--- config.mk ---
export PLATFORM = sky130hd
export DESIGN_NAME = fex_sequencer
export DESIGN_NICKNAME = d
export VERILOG_FILES = /design/src/rtl/fex_pkg.sv /design/src/rtl/fex_decode.sv /design/src/rtl/fex_alu.sv /design/src/rtl/fex_sequencer.sv
export SDC_FILE = /design/constraint.sdc
export NUM_CORES = 1
export LEC_CHECK = 0
export BUFFER_PORTS_ARGS = -buffer_cell sky130_fd_sc_hd__buf_2
export CAP_MARGIN = 5
export CELL_PAD_IN_SITES_DETAIL_PLACEMENT = 1
export CELL_PAD_IN_SITES_GLOBAL_PLACEMENT = 1
export CORE_MARGIN = 2
export CORE_UTILIZATION = 44
export DETAILED_ROUTE_END_ITERATION = 8
export HOLD_SLACK_MARGIN = 0.06
export PLACE_DENSITY = 0.84
export SYNTH_ARGS = -nofsm -noshare
export SYNTH_HDL_FRONTEND = slang
export SYNTH_SLANG_ARGS = --single-unit
--- constraint.sdc ---
create_clock -name clk -period 7.6 [get_ports clk]
set_clock_uncertainty 0.2 [all_clocks]
set_input_delay 0.38 -clock clk [delete_from_list [all_inputs] [get_ports clk]]
set_output_delay 0.38 -clock clk [all_outputs]
set_load 0.05 [all_outputs]
--- src/rtl/fex_pkg.sv ---
`timescale 1ns/1ps
package fex_pkg;

    typedef enum logic [3:0] {
        ST_INC,
        ST_FETCH,
        ST_DECODE,
        ST_PTR,
        ST_PTRLAT,
        ST_READ,
        ST_READLAT,
        ST_WRITE,
        ST_EXEC,
        ST_EXC
    } fex_state_e;

    localparam int FIELD_W  = 3;
    localparam int CC_FLAGS = 4;

    localparam logic [FIELD_W-1:0] MODE_IMM = 3'b000;
    localparam logic [FIELD_W-1:0] MODE_DIR = 3'b001;
    localparam logic [FIELD_W-1:0] MODE_IND = 3'b010;

    localparam logic [FIELD_W-1:0] OP_LOAD  = 3'b001;
    localparam logic [FIELD_W-1:0] OP_STORE = 3'b010;
    localparam logic [FIELD_W-1:0] OP_ADD   = 3'b011;

endpackage

--- src/rtl/fex_decode.sv ---
`timescale 1ns/1ps
module fex_decode
    import fex_pkg::*;
#(
    parameter int DATA_W = 16,
    parameter int ADDR_W = 10
) (
    input  logic [DATA_W-1:0]  word,
    output logic [FIELD_W-1:0] mode,
    output logic               is_load,
    output logic               is_store,
    output logic               is_add,
    output logic               legal,
    output logic [ADDR_W-1:0]  opspec
);
    localparam int OP_LSB   = ADDR_W;
    localparam int MODE_LSB = ADDR_W + FIELD_W;

    logic [FIELD_W-1:0] op;
    logic               mode_ok;

    assign mode     = word[MODE_LSB +: FIELD_W];
    assign op       = word[OP_LSB +: FIELD_W];
    assign opspec   = word[ADDR_W-1:0];
    assign is_load  = (op == OP_LOAD);
    assign is_store = (op == OP_STORE);
    assign is_add   = (op == OP_ADD);
    assign mode_ok  = (mode == MODE_IMM) || (mode == MODE_DIR) || (mode == MODE_IND);
    assign legal    = (is_load || is_store || is_add) && mode_ok;

endmodule

--- src/rtl/fex_alu.sv ---
`timescale 1ns/1ps
module fex_alu #(
    parameter int DATA_W = 16
) (
    input  logic [DATA_W-1:0] acc,
    input  logic [DATA_W-1:0] operand,
    input  logic              do_add,
    output logic [DATA_W-1:0] result,
    output logic              flag_z,
    output logic              flag_n,
    output logic              flag_c,
    output logic              flag_v
);
    logic [DATA_W:0] sum;

    always_comb begin
        sum = {1'b0, acc} + {1'b0, operand};
        if (do_add) begin
            result = sum[DATA_W-1:0];
            flag_c = sum[DATA_W];
            flag_v = (acc[DATA_W-1] == operand[DATA_W-1]) &&
                     (sum[DATA_W-1] != acc[DATA_W-1]);
        end else begin
            result = operand;
            flag_c = 1'b0;
            flag_v = 1'b0;
        end
        flag_z = (result == '0);
        flag_n = result[DATA_W-1];
    end

endmodule

--- src/rtl/fex_sequencer.sv ---
`timescale 1ns/1ps
module fex_sequencer
    import fex_pkg::*;
#(
    parameter int ADDR_W = 10,
    parameter int DATA_W = 16
) (
    input  logic              clk,
    input  logic              rst,
    output logic [ADDR_W-1:0] mem_addr,
    output logic              mem_en,
    output logic              mem_rd,
    output logic [DATA_W-1:0] mem_wdata,
    input  logic [DATA_W-1:0] mem_rdata,
    output logic [DATA_W-1:0] psw_o,
    output logic [DATA_W-1:0] ac_o,
    output logic [DATA_W-1:0] ci_o
);
    localparam int CC_W   = DATA_W - ADDR_W;
    localparam int CC_PAD = CC_W - CC_FLAGS;

    typedef struct packed {
        fex_state_e            state;
        logic [CC_FLAGS-1:0]   cc;     // {V, C, N, Z}
        logic [ADDR_W-1:0]     pc;
        logic [DATA_W-1:0]     ac;
        logic [DATA_W-1:0]     ci;
        logic [DATA_W-1:0]     mdr;
        logic [ADDR_W-1:0]     mar;
    } seq_t;

    seq_t q, d;

    logic [DATA_W-1:0]  dec_word;
    logic [FIELD_W-1:0] dec_mode;
    logic               dec_load, dec_store, dec_add, dec_legal;
    logic [ADDR_W-1:0]  dec_spec;

    logic [DATA_W-1:0]  alu_res;
    logic               alu_z, alu_n, alu_c, alu_v;

    // While the word arrives it is decoded straight off the bus; later from CI.
    assign dec_word = (q.state == ST_DECODE) ? mem_rdata : q.ci;

    fex_decode #(.DATA_W(DATA_W), .ADDR_W(ADDR_W)) u_dec (
        .word     (dec_word),
        .mode     (dec_mode),
        .is_load  (dec_load),
        .is_store (dec_store),
        .is_add   (dec_add),
        .legal    (dec_legal),
        .opspec   (dec_spec)
    );

    fex_alu #(.DATA_W(DATA_W)) u_alu (
        .acc     (q.ac),
        .operand (q.mdr),
        .do_add  (dec_add),
        .result  (alu_res),
        .flag_z  (alu_z),
        .flag_n  (alu_n),
        .flag_c  (alu_c),
        .flag_v  (alu_v)
    );

    always_comb begin
        d         = q;
        mem_en    = 1'b0;
        mem_rd    = 1'b1;
        mem_addr  = q.mar;
        mem_wdata = q.mdr;
        unique case (q.state)
            ST_INC: begin
                d.pc    = q.pc + 1'b1;
                d.mar   = q.pc;            // counter minus one after the step
                d.state = ST_FETCH;
            end
            ST_FETCH: begin
                mem_en  = 1'b1;
                d.state = ST_DECODE;
            end
            ST_DECODE: begin
                d.ci  = mem_rdata;
                d.mar = dec_spec;
                d.mdr = {{CC_W{1'b0}}, dec_spec};
                if (!dec_legal) begin
                    d.state = ST_EXC;
                end else if (dec_mode == MODE_IMM) begin
                    d.state = dec_store ? ST_EXC : ST_EXEC;
                end else if (dec_mode == MODE_DIR) begin
                    if (dec_store) begin
                        d.mdr   = q.ac;
                        d.state = ST_WRITE;
                    end else begin
                        d.state = ST_READ;
                    end
                end else begin
                    d.state = ST_PTR;
                end
            end
            ST_PTR: begin
                mem_en  = 1'b1;
                d.state = ST_PTRLAT;
            end
            ST_PTRLAT: begin
                d.mar = mem_rdata[ADDR_W-1:0];
                if (dec_store) begin
                    d.mdr   = q.ac;
                    d.state = ST_WRITE;
                end else begin
                    d.state = ST_READ;
                end
            end
            ST_READ: begin
                mem_en  = 1'b1;
                d.state = ST_READLAT;
            end
            ST_READLAT: begin
                d.mdr   = mem_rdata;
                d.state = ST_EXEC;
            end
            ST_WRITE: begin
                mem_en  = 1'b1;
                mem_rd  = 1'b0;
                d.state = ST_EXC;
            end
            ST_EXEC: begin
                d.ac    = alu_res;
                d.cc    = {alu_v, alu_c, alu_n, alu_z};
                d.state = ST_EXC;
            end
            ST_EXC: begin
                d.state = ST_INC;          // no exception source is pending
            end
            default: begin
                d.state = ST_INC;
            end
        endcase
    end

    always_ff @(posedge clk) begin
        if (rst) begin
            q <= '0;
        end else begin
            q <= d;
        end
    end

    assign psw_o = {{CC_PAD{1'b0}}, q.cc, q.pc};
    assign ac_o  = q.ac;
    assign ci_o  = q.ci;

endmodule

==> results of run 1 <==
-- registers in the layout, summed over array words and instances (netlist names) --
register and cells:
mem_wdata 16, psw_o 14, ci_o 16, ac_o 15, mem_addr 10, q 4
-- routing by layer --
layer  vias to the layer above  GRT usage  wire length (um)
met5                         -          0                 0
met2                        97      0.387              6270
met1                      1994      0.291              5770
met4                         0     0.0649               131
li1                       2004          -                 -
met3                         9     0.0419               573
-- cell usage in the layout, fill, tap and decap left out, drive strengths merged, types with 7 or more instances in the layout --
cell type | Yosys | final
a21oi | 44 | 44
clkbuf | 27 | 9
nand3 | 10 | 10
mux2i | 13 | 13
nor2 | 81 | 81
a211oi | 22 | 22
nand2 | 58 | 58
a221oi | 7 | 7
dfxtp | 75 | 75
nor3 | 27 | 27
o22ai | 11 | 11
buf | 77 | 97
ha | 17 | 17
xnor2 | 12 | 12
o21a | 7 | 7
o21ai | 16 | 16
xor2 | 11 | 11
nor2b | 7 | 7
-- area by class of cell --
| cell class | count | area [sq um] |
|---|---|---|
| clock buffer | 9 | 124 |
| fill | 1315 | 5410 |
| sequential | 75 | 1500 |
| multi-input combinational | 404 | 2480 |
| timing repair buffer | 97 | 504 |
| tap | 136 | 170 |
| inverter | 2 | 7.51 |
| clock inverter | 7 | 77.6 |
-- power breakdown --
| group | total (uW) | internal, uW | switching, uW |
|---|---|---|---|
| clock | 315 | 154 | 162 |
| combinational | 199 | 57.2 | 142 |
| sequential | 434 | 411 | 23.2 |
-- critical path: stages, from the launching register on --
cell and delay [ns]:
sky130_fd_sc_hd__dfxtp_1 0.58, sky130_fd_sc_hd__nor4b_4 1.02, sky130_fd_sc_hd__o21a_1 0.74, sky130_fd_sc_hd__nor3_1 0.11, sky130_fd_sc_hd__a311oi_1 0.26, sky130_fd_sc_hd__and4_1 0.22, sky130_fd_sc_hd__nand4_1 0.07, sky130_fd_sc_hd__or4_1 0.44
sky130_fd_sc_hd__o31ai_2 0.18
-- logic make-up after synthesis --
kind of cell / count (synthesis) / share of synthesized area
xor gates and xnor gates: 23 / 0.0434
adders and majority gates: 18 / 0.0502
other: 1 / 0.000809
muxes: 13 / 0.0281
and+or+nand+nor: 214 / 0.214
DFF: 75 / 0.324
buffers and inverters: 106 / 0.146
AOI/OAI and AO/OA: 134 / 0.194
-- worst paths after layout --
| kind | to | depth (start not counted) | startpoint | slack (ns) |
|---|---|---|---|---|
| worst max register to register | psw_o[10] | 8 | q[73] | 3.68 |
| worst max-delay path | psw_o[10] | 8 | q[73] | 3.68 |
| worst min register to register | ci_o[13] | 2 | ci_o[13] | 0.28 |
| worst min-delay path | ci_o[0] | 3 | mem_rdata[0] | 0.09 |
-- stage by stage --
step,total power (uW),cells,util
final,949,730,0.474
after global routing,991,730,0.474
after CTS,954,729,0.473
after detailed placement,642,713,0.453
after global placement,634,713,0.453
after floorplan,611,585,-
==> results, run 1 <==
- The data required time at the worst endpoint is 7.67 ns.
- The TritonCTS clock tree is yes.
- The worst hold-check slack is 0.0899 ns.
- The congestion estimate from routability-driven global placement came to 0.886.
- Once placement finished, the instance area stood at 4660 sq um.
- Measured along the x axis, the die boundary spans 107 um.
- The finished layout cell area is 4870 sq um.
- The clock root buffer master is sky130_fd_sc_hd__clkbuf_8.
- The count of nets left with antenna violations once routing finished came out at 0.
- The ratio of final minimum period to clock period is 0.516.
- The number of buffers inserted for hold repair after clock tree synthesis is 0.
- The layout-stage area growth over the synthesis result is 4.99%.
- The startpoint type of the worst setup path is a flop.
- Synthesis inferred 75 register bits.
- The quantity of I/O buffers inserted on ports is 91.
- The kind of capture point of the worst setup path is a flop.
- The count of unresolved DRC violations after routing is 0.
- Wires add up to 12,700 um.
- The wire-length estimate of the detail-placed layout is 9520 um.
- Setup repair after global routing left no endpoint under its margin.
- The cell type with the largest total area after synthesis is sky130_fd_sc_hd__dfxtp_1.
- The max-slew violation total from the final report is 0.
- In the post-synthesis netlist, the biggest area contributors are sky130_fd_sc_hd__dfxtp_1 32%, sky130_fd_sc_hd__buf_4 12%, sky130_fd_sc_hd__nor2_1 6.6%, sky130_fd_sc_hd__nand2_1 4.7%, sky130_fd_sc_hd__a21oi_1 4.6%.
- Adding up every negative setup slack in the final design gives 0 ns.
- The first-pass GRT wire length is 20,700 um.
- Pin placement for this block handled 94 I/O pins.
- The instance count of the mapped netlist is 584.
- The via count of the first global-routing pass was 4,091.
- The final layout contains 625 nets.
- By count the netlist is led by 81 x sky130_fd_sc_hd__nor2_1, 75 x sky130_fd_sc_hd__dfxtp_1, 74 x sky130_fd_sc_hd__buf_4.
- The initial antenna violation count is 0.
- For this design, the sink count on the clock tree is 75.
- For the worst-skew pair, the clock arrives at the later sink with an insertion delay of 0.36 ns.
- The iteration count of the initial detailed-routing pass is 5.
- The first-iteration detailed-routing DRC count is 165.
- The highest clock rate is 0.255 GHz.
- Among all flip-flop cells after synthesis, the most frequent one is sky130_fd_sc_hd__dfxtp_1.
- The initial utilization of the core area, before any placement, comes to 0.451.
- The worst path meets setup with 3.68 ns of slack.
- The worst setup path is of the reg -> reg kind.
- The slew at the pin closest to its max-slew limit is 1.17 ns.
- The kind of path behind the tightest hold check is in -> reg.
- The area of the core is 10,300 sq um.
- In this run the number of H-tree levels came out at 3.
- The run finished with clean final reports.
- The final setup violation count is 0.
- The total CTS buffers is 9.
- After detailed routing, the number of vias per cell comes to 5.62.
- After synthesis, the mean cell area works out to 7.94 sq um.
- The average wire per standard cell is 17.5 um.
- In the post-synthesis netlist, the cell with the most instances is sky130_fd_sc_hd__nor2_1.
- The maximum number of pins on one net before global-route repair is 77.
- The longest clock path from root to sink contains 2 buffers.
- The number of diodes is 0.
- Across the run, the number of max-cap violations was 0.
- The share of synthesized area in the top cell type comes to 0.324.
- Data on the critical path arrives at its endpoint at 3.99 ns.
- The synthesized design contains 0 enable-type register cells.
- For this run, the number of Yosys warnings is 0.
- The post-CTS clock slew at the launch and capture registers of the worst setup and hold paths is 0.09 ns.
- The worst path needs 3.92 ns of the cycle, external delays included.
- The setup fix buffers added after clock tree synthesis is 0.
- The headroom to the max-slew limit is 0.218.
- Of all nets on the critical path, the largest fanout is 23.
- The total of cells resized after clock tree synthesis is 0.
- Detailed routing inserted a total of 4,104 vias.
- The sequential element share of the synthesized area is 0.324.
- In this run the vertical extent of the chip is 107 um.
- In this run the power density over the cells is 195 nW/um^2.
- The total congestion overflow is 0.
- The number of hold violations in the final report is 0.
- For this design the static power due to leakage is 0.00215 uW.
- The worst-case IR drop observed on VDD is 0.0846 mV.
- Timing analysis after detailed placement gives a worst setup slack of 3.74 ns.
- The number of different library cells used by synthesis comes to 51.
- The share of synthesized registers carrying an async set or reset is 0.
- The floorplan die area is 11,400 sq um.
- In the global route stage, overall resource usage came out at 0.226.
- The post-synthesis instance area is 4640 sq um.
- In the final layout, the share of cells above drive strength 1 is 0.209.
- The standard-cell row count is 37.
(Power assumes the default switching activity.)
==> run 2: changes to the inputs <==
Settings changed: CORE_UTILIZATION 44 to 41, PLACE_DENSITY 0.84 to 0.79.
Clock period 7.6 ns to 4.1 ns, I/O delays scaled along.
==> results, run 2 (synthesized netlist as in run 1, its figures left out) <==
- The run finished with clean final reports.
- The worst setup path is launched from a flop.
- The kind of capture point of the worst setup path is a flop.
- The sum of routed wire length over all layers is 13,400 um.
- Summed over all failing endpoints, the final setup total negative slack is 0 ns.
- The relative contribution of the clock network to total power is 0.383.
- The final net count is 642.
- At the end of routability-driven placement, the weighted congestion stood at 0.867.
- The area of the core is 10,900 sq um.
- The estimated wirelength of the detail-placed design is 9930 um.
- The TritonCTS clock tree is yes.
- The final setup violation count is 0.
- The worst slack at placement is 0.630 ns.
- The detailed-route wire length on metal 1 is 6030 um.
- For this configuration, the core starts out at a cell density of 0.424.
- Along the worst path, the maximum fanout reaches 5.
- The quantity of I/O buffers inserted on ports is 91.
- In this run the horizontal extent of the chip is 110 um.
- The combinational group share of total power is 0.198.
- The overall track demand over capacity in global routing is 0.228.
- The iteration count of the initial detailed-routing pass is 4.
- The number of diodes is 0.
- Dividing the final minimum period by the clock period gives 0.863.
- The clock network latency to the later pin of the worst-skew pair is 0.34 ns.
- The internal power consumption is 1300 uW.
- Power comes to 1920 uW.
- The H-tree depth is 3.
- The total CTS buffers is 9.
- Static timing analysis puts the maximum clock frequency at 0.283 GHz.
- At the pin with the least slew margin, the transition time is 1.22 ns.
- Dividing total power by cell area gives a power density of 377 nW/um^2.
- The routed layout has 4,222 vias.
- In the routed design, unresolved DRC markers number 0.
- After detailed routing, the number of vias per cell comes to 5.62.
- The sequential power share is 0.419.
- In the layout the commonest cells are 91 x sky130_fd_sc_hd__buf_2, 81 x sky130_fd_sc_hd__nor2_1, 75 x sky130_fd_sc_hd__dfxtp_1.
- The post-CTS clock slew at the launch and capture registers of the worst setup and hold paths is 0.06 ns.
- Data on the critical path is required at its endpoint by 4.15 ns.
- The detail route stage leaves a number of antenna-violating nets equal to 0.
- The worst-case IR drop observed on VDD is 0.220 mV.
- Across the run, the number of max-cap violations was 0.
- The net switching power figure is 619 uW.
- The floorplan die area is 12,200 sq um.
- The routed length on met3 is 577 um.
- In this run the count of I/O pins placed on the die edge is 94.
- The highest metal layer carrying signal wires in the routed design is met4.
- The longest clock path from root to sink contains 2 buffers.
- The total congestion overflow is 0.
- The average wire per standard cell is 17.8 um.
- In this run the post-CTS setup repair buffer count came out at 0.
- Compared with the post-synthesis result, the final layout area differs by 10.2%.
- Clock tree synthesis selected as its root buffer the cell sky130_fd_sc_hd__clkbuf_16.
- The standard cell area after detailed placement is 4680 sq um.
- Measured against its own limit, the worst slew margin works out to 0.181.
- The kind of path behind the tightest hold check is reg -> reg.
- The minimum setup slack in the final design is 0.561 ns.
- The critical path is of the reg -> reg type.
- The leakage power total is 0.00225 uW.
- The shortest clock period the worst path allows after layout is 3.54 ns.
- The via count of the first global-routing pass is 4,289.
- Setup repair after global routing left no endpoint under its margin.
- The most common cell after layout, fill and taps aside is sky130_fd_sc_hd__buf_2.
- The finished layout cell area is 5110 sq um.
- The proportion of total power due to net switching is 0.322.
- The initial antenna violation count came to 0.
- The fraction of final layout cells with drive strength greater than 1 is 0.201.
- The signal arrival time at the worst endpoint is 3.59 ns.
- The tree built by TritonCTS fans out to 75 sinks.
- The maximum number of pins on one net before global-route repair is 76.
- The max-slew violation total from the final report was 0.
- The first-pass GRT wire length is 21,600 um.
- The standard-cell row count is 38.
- After the first detailed-routing iteration, the DRC count stood at 164.
- The height of the chip is 110 um.
- The number of hold violations in the final report was 0.
- The met2 wire length is 6480 um.
-- run 2: cell count changes in the layout (fill, tap and decap cells not counted), sizes merged --
| cell | change |
|---|---|
| buf | +1 |
| clkinv | -1 |
| dlygate4sd3 | +16 |
| clkbuf | +3 |
| bufinv | -1 |
| inv | -1 |
-- run 2: through the flow --
| stage | utilization | instances | hold WS, ns |
|---|---|---|---|
| after floorplan | - | 585 | 0.141 |
| after global placement | 0.428 | 719 | 0.258 |
| after detailed placement | 0.428 | 719 | 0.266 |
| after CTS | 0.467 | 751 | 0.274 |
| after global routing | 0.467 | 751 | 0.308 |
| final | 0.467 | 751 | 0.269 |
-- run 2: final cells by class --
type,count,area [sq um]
sequential,75,1500
clock buffer,12,246
multi-input combinational,404,2480
tap,140,175
timing repair buffer,114,668
fill,1374,5830
inverter,2,7.51
clock inverter,4,26.3
-- run 2: power groups by stage --
stage	combinational (uW)	clock (uW)	sequential, uW
final	382	736	807
after global routing	415	774	812
after CTS	383	750	807
after detailed placement	369	0	823
after global placement	358	0	820
after floorplan	329	0	803
-- run 2: repair_timing --
action / 4_1_cts / 5_1_grt
hold endpoints to repair: 22 / 0
hold buffers: 16 / 0
gates resized for setup: 0 / 0
setup endpoints to repair: 0 / 0
-- run 2: per-layer routing --
metal / track usage / up-vias
li1: - / 2037
met1: 0.287 / 2053
met2: 0.389 / 104
met3: 0.0435 / 28
met4: 0.0821 / 0
met5: 0 / -
-- run 2: worst max-delay path, cell delays in order (launching register included) --
cell	delay [ns]
sky130_fd_sc_hd__dfxtp_1	0.34
sky130_fd_sc_hd__ha_1	0.25
sky130_fd_sc_hd__fa_1	0.42
sky130_fd_sc_hd__a21o_1	0.20
sky130_fd_sc_hd__and4_4	0.21
sky130_fd_sc_hd__o2111ai_4	0.23
sky130_fd_sc_hd__a21oi_2	0.09
sky130_fd_sc_hd__or4_4	0.48
sky130_fd_sc_hd__a221oi_2	0.27
sky130_fd_sc_hd__nand4_1	0.13
sky130_fd_sc_hd__or4_1	0.45
sky130_fd_sc_hd__o31ai_2	0.19
-- run 2: path summary, 6_finish.rpt --
check                    start   endpoint  slack, ns  cells after the start
setup reg to reg  mem_wdata[0]  psw_o[10]       0.56                     11
hold / removal        ci_o[15]   ci_o[15]       0.27                      2
setup / recovery  mem_wdata[0]  psw_o[10]       0.56                     11
hold reg to reg       ci_o[15]   ci_o[15]       0.27                      2
